<file path="src/rtl/gki_pkg.sv">
package gki_pkg;

    localparam int unsigned GKI_GROUPS    = 2;
    localparam int unsigned GKI_GROUP_W   = 4;
    localparam int unsigned GKI_DATA_W    = 4;
    localparam int unsigned GKI_ADDR_W    = 2;
    localparam int unsigned GKI_SYNC_STG  = 2;

    typedef enum logic [1:0] {
        REG_LEVEL = 2'd0,
        REG_MASK  = 2'd1,
        REG_FLAG  = 2'd2,
        REG_NONE  = 2'd3
    } reg_kind_e;

    typedef struct packed {
        logic       rd;
        logic       wr;
        reg_kind_e  kind;
    } access_t;

    // Level registers sit at 0..groups-1, then enable, then pending.
    function automatic reg_kind_e gki_classify(input int unsigned addr,
                                               input int unsigned groups);
        if (addr < groups)            return REG_LEVEL;
        else if (addr == groups)      return REG_MASK;
        else if (addr == groups + 1)  return REG_FLAG;
        else                          return REG_NONE;
    endfunction

endpackage

</file>
<file path="src/rtl/gki_sync.sv">
module gki_sync #(
    parameter int unsigned WIDTH  = 8,
    parameter int unsigned STAGES = 2
) (
    input  logic             clk,
    input  logic             rst,
    input  logic [WIDTH-1:0] d,
    output logic [WIDTH-1:0] q
);
    logic [WIDTH-1:0] stg [STAGES];

    // Resets to the inactive (high) level so no edge follows reset.
    always_ff @(posedge clk) begin
        if (rst) begin
            for (int i = 0; i < int'(STAGES); i++) stg[i] <= '1;
        end else begin
            stg[0] <= d;
            for (int i = 1; i < int'(STAGES); i++) stg[i] <= stg[i-1];
        end
    end

    assign q = stg[STAGES-1];
endmodule

</file>
<file path="src/rtl/gki_group.sv">
module gki_group #(
    parameter int unsigned WIDTH = 4
) (
    input  logic             clk,
    input  logic             rst,
    input  logic [WIDTH-1:0] level,
    input  logic             mask_en,
    input  logic             mask_rise,
    input  logic             rd_clr,
    output logic             flag,
    output logic             fall_evt,
    output logic             set_evt
);
    logic all_hi;
    logic prev_hi_q;
    logic flag_q;

    assign all_hi   = &level;
    assign fall_evt = prev_hi_q & ~all_hi;
    // Edge path, or the enable-while-held path.
    assign set_evt  = (fall_evt & mask_en) | (mask_rise & ~all_hi);

    always_ff @(posedge clk) begin
        if (rst) prev_hi_q <= 1'b1;
        else     prev_hi_q <= all_hi;
    end

    // Setting beats the read-clear so no event is lost.
    always_ff @(posedge clk) begin
        if (rst)          flag_q <= 1'b0;
        else if (set_evt) flag_q <= 1'b1;
        else if (rd_clr)  flag_q <= 1'b0;
    end

    assign flag = flag_q;
endmodule

</file>
<file path="src/rtl/gki_regs.sv">
module gki_regs
    import gki_pkg::*;
#(
    parameter int unsigned GROUPS  = GKI_GROUPS,
    parameter int unsigned GROUP_W = GKI_GROUP_W,
    parameter int unsigned DATA_W  = GKI_DATA_W,
    parameter int unsigned ADDR_W  = GKI_ADDR_W
) (
    input  logic                      clk,
    input  logic                      rst,
    input  logic                      bus_sel,
    input  logic                      bus_wr,
    input  logic [ADDR_W-1:0]         bus_addr,
    input  logic [DATA_W-1:0]         bus_wdata,
    input  logic [GROUPS*GROUP_W-1:0] levels,
    input  logic [GROUPS-1:0]         flags,
    output logic [GROUPS-1:0]         mask,
    output logic [GROUPS-1:0]         mask_rise,
    output logic                      flag_rd,
    output logic [DATA_W-1:0]         bus_rdata
);
    access_t            acc;
    logic [GROUPS-1:0]  mask_q;
    logic [DATA_W-1:0]  rd_mux;
    logic [DATA_W-1:0]  rdata_q;
    logic               unused_wdata;

    always_comb begin
        acc.rd   = bus_sel & ~bus_wr;
        acc.wr   = bus_sel &  bus_wr;
        acc.kind = gki_classify(32'(bus_addr), GROUPS);
    end

    always_ff @(posedge clk) begin
        if (rst)
            mask_q <= '0;
        else if (acc.wr && acc.kind == REG_MASK)
            mask_q <= bus_wdata[GROUPS-1:0];
    end

    assign mask_rise = (acc.wr && acc.kind == REG_MASK)
                     ? (bus_wdata[GROUPS-1:0] & ~mask_q) : '0;
    assign flag_rd   = acc.rd && acc.kind == REG_FLAG;
    assign mask      = mask_q;
    assign unused_wdata = ^bus_wdata;

    always_comb begin
        rd_mux = '0;
        unique case (acc.kind)
            REG_LEVEL: begin
                for (int g = 0; g < int'(GROUPS); g++)
                    if (bus_addr == ADDR_W'(g))
                        rd_mux = DATA_W'(levels[g*GROUP_W +: GROUP_W]);
            end
            REG_MASK:  rd_mux = DATA_W'(mask_q);
            REG_FLAG:  rd_mux = DATA_W'(flags);
            default:   rd_mux = '0;
        endcase
    end

    always_ff @(posedge clk) begin
        if (rst)         rdata_q <= '0;
        else if (acc.rd) rdata_q <= rd_mux;
    end

    assign bus_rdata = rdata_q;
endmodule

</file>
<file path="src/rtl/grouped_key_irq.sv">
module grouped_key_irq
    import gki_pkg::*;
#(
    parameter int unsigned GROUPS     = GKI_GROUPS,
    parameter int unsigned GROUP_W    = GKI_GROUP_W,
    parameter int unsigned DATA_W     = GKI_DATA_W,
    parameter int unsigned ADDR_W     = GKI_ADDR_W,
    parameter int unsigned SYNC_STAGES = GKI_SYNC_STG
) (
    input  logic                      clk,
    input  logic                      rst,
    input  logic                      bus_sel,
    input  logic                      bus_wr,
    input  logic [ADDR_W-1:0]         bus_addr,
    input  logic [DATA_W-1:0]         bus_wdata,
    output logic [DATA_W-1:0]         bus_rdata,
    input  logic [GROUPS*GROUP_W-1:0] pins_n,
    output logic                      irq
);
    localparam int unsigned PIN_W = GROUPS * GROUP_W;

    logic [PIN_W-1:0]  lvl_sync;
    logic [GROUPS-1:0] mask_q;
    logic [GROUPS-1:0] mask_rise;
    logic [GROUPS-1:0] flags;
    logic [GROUPS-1:0] fall_evt;
    logic [GROUPS-1:0] set_evt;
    logic              flag_rd;

    gki_sync #(.WIDTH(PIN_W), .STAGES(SYNC_STAGES)) u_sync (
        .clk (clk),
        .rst (rst),
        .d   (pins_n),
        .q   (lvl_sync)
    );

    gki_regs #(
        .GROUPS(GROUPS), .GROUP_W(GROUP_W), .DATA_W(DATA_W), .ADDR_W(ADDR_W)
    ) u_regs (
        .clk       (clk),
        .rst       (rst),
        .bus_sel   (bus_sel),
        .bus_wr    (bus_wr),
        .bus_addr  (bus_addr),
        .bus_wdata (bus_wdata),
        .levels    (lvl_sync),
        .flags     (flags),
        .mask      (mask_q),
        .mask_rise (mask_rise),
        .flag_rd   (flag_rd),
        .bus_rdata (bus_rdata)
    );

    for (genvar g = 0; g < int'(GROUPS); g++) begin : g_grp
        gki_group #(.WIDTH(GROUP_W)) u_grp (
            .clk       (clk),
            .rst       (rst),
            .level     (lvl_sync[g*GROUP_W +: GROUP_W]),
            .mask_en   (mask_q[g]),
            .mask_rise (mask_rise[g]),
            .rd_clr    (flag_rd),
            .flag      (flags[g]),
            .fall_evt  (fall_evt[g]),
            .set_evt   (set_evt[g])
        );
    end

    assign irq = |(flags & mask_q);
endmodule

</file>
<file path="config.mk">
export PLATFORM = sky130hd
export DESIGN_NAME = grouped_key_irq
export DESIGN_NICKNAME = d
export VERILOG_FILES = /design/src/rtl/gki_pkg.sv /design/src/rtl/gki_sync.sv /design/src/rtl/gki_group.sv /design/src/rtl/gki_regs.sv /design/src/rtl/grouped_key_irq.sv
export SDC_FILE = /design/constraint.sdc
export NUM_CORES = 1
export LEC_CHECK = 0
export ABC_AREA = 0
export BUFFER_PORTS_ARGS = -buffer_cell sky130_fd_sc_hd__buf_4
export CAP_MARGIN = 25
export CORE_ASPECT_RATIO = 1.2
export CORE_MARGIN = 4
export CORE_UTILIZATION = 53
export CTS_BUF_LIST = sky130_fd_sc_hd__clkbuf_4
export DETAILED_ROUTE_END_ITERATION = 16
export GPL_TIMING_DRIVEN = 1
export PLACE_DENSITY = 0.8
export SLEW_MARGIN = 20
export SYNTH_ARGS = -nofsm -noshare
export SYNTH_HDL_FRONTEND = slang
export SYNTH_SLANG_ARGS = --single-unit
</file>
<file path="constraint.sdc">
create_clock -name clk -period 1.4 [get_ports clk]
set_clock_uncertainty 0.1 [all_clocks]
set_input_delay 0.14 -clock clk [delete_from_list [all_inputs] [get_ports clk]]
set_output_delay 0.14 -clock clk [all_outputs]
set_load 0.1 [all_outputs]
</file>
---- After elaboration in Yosys (flattened, before gate mapping) ----
Memories as Yosys holds them, arrays and structs flattened.
Index checks and enable logic that the tools add are counted.
word-level totals
  bits in registers ....................... 10
  RAM bits ................................ 16
  input port bits ......................... 18
  output and inout bits ................... 5
  logic and storage cells ................. 55
  memories kept ........................... 1
cells by class
  order comparisons ....................... 1
  equal/unequal tests ..................... 5
  mux-type cells .......................... 15
  bitwise logic cells ..................... 18
  reduce and logical (&&, ||, !) cells .... 9
memory list
  name        words  width  read ports  clocked after memory_dff  write ports  RTL line        source
  u_sync.stg  2      8      2           0                         2            gki_sync.sv:10  logic [WIDTH-1:0] stg [STAGES];
operators by type and width
  cell                                                 count
  two-way mux 8 bit                                    2
  case mux 4 bit (3 select lines)                      1
  bitwise AND 1 bit                                    8
  two-way mux 4 bit                                    2
  AND reduction 4 bit                                  2
  two-way mux 1 bit                                    7
  equality test 2 bit, second input constant           3
  two-way mux 2 bit                                    3
  bitwise AND 2 bit                                    2
  equality test 2 x 1 -> 1 bit, second input constant  2
  logical NOT 2 bit                                    2
  OR 1 bit                                             4
  nonzero test 2 bit                                   2
  inverter 1 bit                                       3
  logical AND 1 bit                                    2
  less-than comparator 2 bit, second input constant    1
  inverter 2 bit                                       1
  OR reduction 2 bit                                   1

---- Logic depth before layout (Yosys ltp) ----
  depth after elaboration ................. 10
  depth in mapped cells ................... 4
  depth with buffers taken out ............ 3

---- Cells and area by module ----
From an unflattened synthesis, not the netlist that was laid out.
unflattened totals
  cell total of the unflattened synthesis .. 90
  area, all modules ....................... 1017.2 sq um
by module, submodules not included
  module           instances  cells an instance  area each (sq um)  seq. area each (sq um)
  gki_sync         1          41                 491.7              320.3
  gki_regs         1          30                 321.6              120.1
  gki_group        2          9                  97.6               40.0
  grouped_key_irq  1          1                  8.8                0.0

---- Worst setup path before layout ----
OpenSTA, ideal clock, no wires.
  kind .................................... register -> register
  from .................................... register, netlist name u_regs.bus_rdata[2]
  to ...................................... register u_regs.rdata_q[2] (netlist: u_regs.bus_rdata[2])
  library setup time ...................... 0.068 ns
  arrival ................................. 1.229 ns
  required time ........................... 1.232 ns
  path slack .............................. 0.003 ns
  cell stages (with the launch flop) ...... 3
  path buffers ............................ 0
  period minus slack after synthesis ...... 1.397 ns
  cells stage by stage .................... dfxtp_1 a22oi_1 nor2_1
RTL lines
  item                    RTL line        source
  end signal: assignment  gki_regs.sv:63  else if (acc.rd) rdata_q <= rd_mux;
  end: declaration        gki_regs.sv:25  logic [DATA_W-1:0] rdata_q;

---- Worst setup path after layout ----
  from .................................... register g_grp[0].u_grp.flag_q
  to ...................................... output port irq
on the way
  longest elaborated chain between the ends .. 2
ends and longest elaborated chain
  item                      RTL line               source
  start: declaration        gki_group.sv:16        logic flag_q;
  start signal: assignment  gki_group.sv:30        if (rst) flag_q <= 1'b0;
  start signal: assignment  gki_group.sv:31        else if (set_evt) flag_q <= 1'b1;
  start signal: assignment  gki_group.sv:32        else if (rd_clr) flag_q <= 1'b0;
  bitwise AND 2 bit         grouped_key_irq.sv:68  assign irq = |(flags & mask_q);
  OR reduction 2 bit        grouped_key_irq.sv:68
  end: declaration          grouped_key_irq.sv:18  output logic irq
Every way passes these cells.

==> results.md <==
- Via-to-Cell Ratio: 5.18
- Peak VDD IR: 0.000828 V
- Worst hold path depth: 2
- Slew margin rel.: 0.817
- Post-route cell area: 1240 um^2
- Final worst path period share: 0.959
- Post-synth ARST share: 0
- Final Hold Vio Count: 0
- Flops & latches, synth: 26
- Sw Pwr: 0.302 mW
- Unrepaired setup endpoints after global routing: false
- Sw Ratio: 0.207
- CORE AREA: 1640 um^2
- DP Area: 1070 um^2
- Initial Util: 0.559
- Final #Nets: 129
- Crit start category: flop
- Fin Hold WS: 42.0 ps
- Syn avg cell area: 11.6 um^2
- CTS tree: yes
- Most common flop cell mapped by yosys: dfxtp_1
- Syn-to-layout area delta: 34.7%
- Synth cell types: 22
- Die ar.: 2470 um^2
- Synth Warn #: 0
- Syn Std Cell Area: 918 um^2
- # fillers: 115
- Core Util, Final: 0.754
- Ranking of synthesized cells by area: dfxtp_1, or2_2, mux4_2
- Clk sinks: 26
- Vias in the first global route: 653
- Largest net degree at the start of global routing: 26
- Die width: 46 um
- Die H: 53.6 um
- WL final: 1.60 mm
- Sequential cell area: 524 um^2
- Min cycle time layout: 1340 ps
- Root Buffer: clkbuf_4
- Internal: 1.15 mW
- Share of layout cells above drive strength 1: 0.445
- Vias: 663
- CP arrival: 1100 ps
- DRC Markers: 0
- Pin slew with the least headroom to its limit: 275 ps
- Register area share after synthesis: 0.567
- Clk buf depth: 2
- First-pass GRT wire length: 2.62 mm
- Clock Latency Late Sink: 310 ps
- Crit-path max FO: 3
- Req. time, crit path: 1160 ps
- Setup bufs post-CTS: 0
- Worst min-delay path category: input port to flop
- Final setup TNS: 0 ps
- Gate power share: 0.123
- Pleak: 0.532 nW
- Final antenna-violating net count: 0
- Detailed Place HPWL: 1.09 mm
- Run status: finished, final reports clean
- Slew Viols, Final: 0
- CTS Buf Count: 3
- Initial antenna violation count: 0
- Row count: 16
- Share of the synthesized area in the top cell type: 0.567
- Port-buffer cells: 20
- Clock-pin slew on the worst setup and hold paths: 130 ps
- Net Count, Synth: 97
- Placed cell count: 114
- Critical Path End Type: output port
- R2R cell count: 3
- I/O Pins: 23
- Post-synthesis cell count: 79
- Fmax: 745 MHz
- CP Class: flop to output port
- Drt first pass iters: 2
- Max cap viols: 0
- Setup violations, final: 0
- GPL Wtd Cong: 0.749
- Initial DRC count: 4
- Footprint of the multi-input gates: 368 um^2
- Reg power frac: 0.540
- Yosys top cell by area: dfxtp_1
- GRT Util Overall: 0.155
- WL per Instance: 12.5 um
- Ant diodes: 0
- PD cells: 1180 nW/um^2
- Htree depth: 1
- Non-filler cells, final: 128
- Congestion Overflow GR: 0
- Post-synth EDFFs: 0
- Clk network pwr share: 0.336
## metal layers
| layer | GRT usage | part of all wire | vias up |
|---|---|---|---|
| li1 | - | - | 333 |
| met1 | 0.141 | 0.38 | 303 |
| met2 | 0.275 | 0.53 | 21 |
| met3 | 0.0468 | 0.061 | 6 |
| met4 | 0.118 | 0.036 | 0 |
| met5 | 0 | 0 | - |
## cells in the final DEF, fill, tap and decap left out, types with 3 or more instances in the layout
cell,instances
buf_4,19
or2_2,16
dfxtp_1,23
dfxtp_2,3
nor2_1,4
dlygate4sd3_1,10
nand2_1,6
clkbuf_4,3
## timing repair
item,4_1_cts,5_1_grt
endpoints found under the hold margin,10,0
pin swaps,0,0
hold buffers,10,0
gates cloned,0,0
gates resized for setup,3,3
setup endpoints to repair,1,1
## cells in the mapped netlist (2+ instances only)
master,count
a22oi_1,2
mux4_2,2
mux2_2,2
a41o_1,2
o31a_1,2
nor2_1,4
dfxtp_1,26
or2_2,16
a21oi_1,2
inv_1,2
o2bb2ai_1,2
mux2i_1,2
nand2_1,6
## flip-flops by register name (all words and copies together) (netlist names)
signal / count
g_grp.u_grp.flag: 2
u_sync.stg: 16
u_regs.bus_rdata: 4
g_grp.u_grp.prev_hi_q: 2
u_regs.mask: 2
## through the flow
step / setup WS (ps) / power (mW)
6_report: 57.3 / 1.46
5_1_grt: 10.5 / 1.51
4_1_cts: 6.60 / 1.47
3_5_place_dp: 237 / 0.961
3_3_place_gp: 254 / 0.956
2_1_floorplan: 3.11 / 0.905
## worst paths after layout
kind | end | slack (ps) | start
worst max-delay path | irq | 60 | g_grp[0].u_grp.flag
worst max register to register | u_regs.bus_rdata[0] | 250 | u_regs.mask[0]
worst min-delay path | u_regs.bus_rdata[1] | 40 | rst
worst min register to register | u_sync.stg[0][13] | 320 | u_sync.stg[0][5]
## worst max-delay path: stages, from the launching register on
cell and delay [ps]:
dfxtp_2 350, a22o_1 270, buf_12 180
## layout make-up
class / instances / area share
well taps: 18 / 0.0182
multi-input cells: 48 / 0.297
repair buffers: 30 / 0.212
inverters: 2 / 0.00607
flip-flops and latches: 26 / 0.424
clock buffers: 3 / 0.0182
clock inverters: 1 / 0.0243
## kinds of logic after synthesis
kind of cell / after synthesis / synth area share
simple gates: 30 / 0.202
compound gates: 12 / 0.104
flops: 26 / 0.567
buf+inv: 5 / 0.0327
mux: 6 / 0.0954
## power by group through the flow
stage | registers [mW] | clock network, mW | logic, mW
2_1_floorplan | 0.838 | 0 | 0.0666
3_3_place_gp | 0.802 | 0 | 0.154
3_5_place_dp | 0.804 | 0 | 0.157
4_1_cts | 0.787 | 0.502 | 0.180
5_1_grt | 0.791 | 0.531 | 0.193
6_report | 0.787 | 0.490 | 0.179
Note: power is estimated with default switching activity, not from simulation.
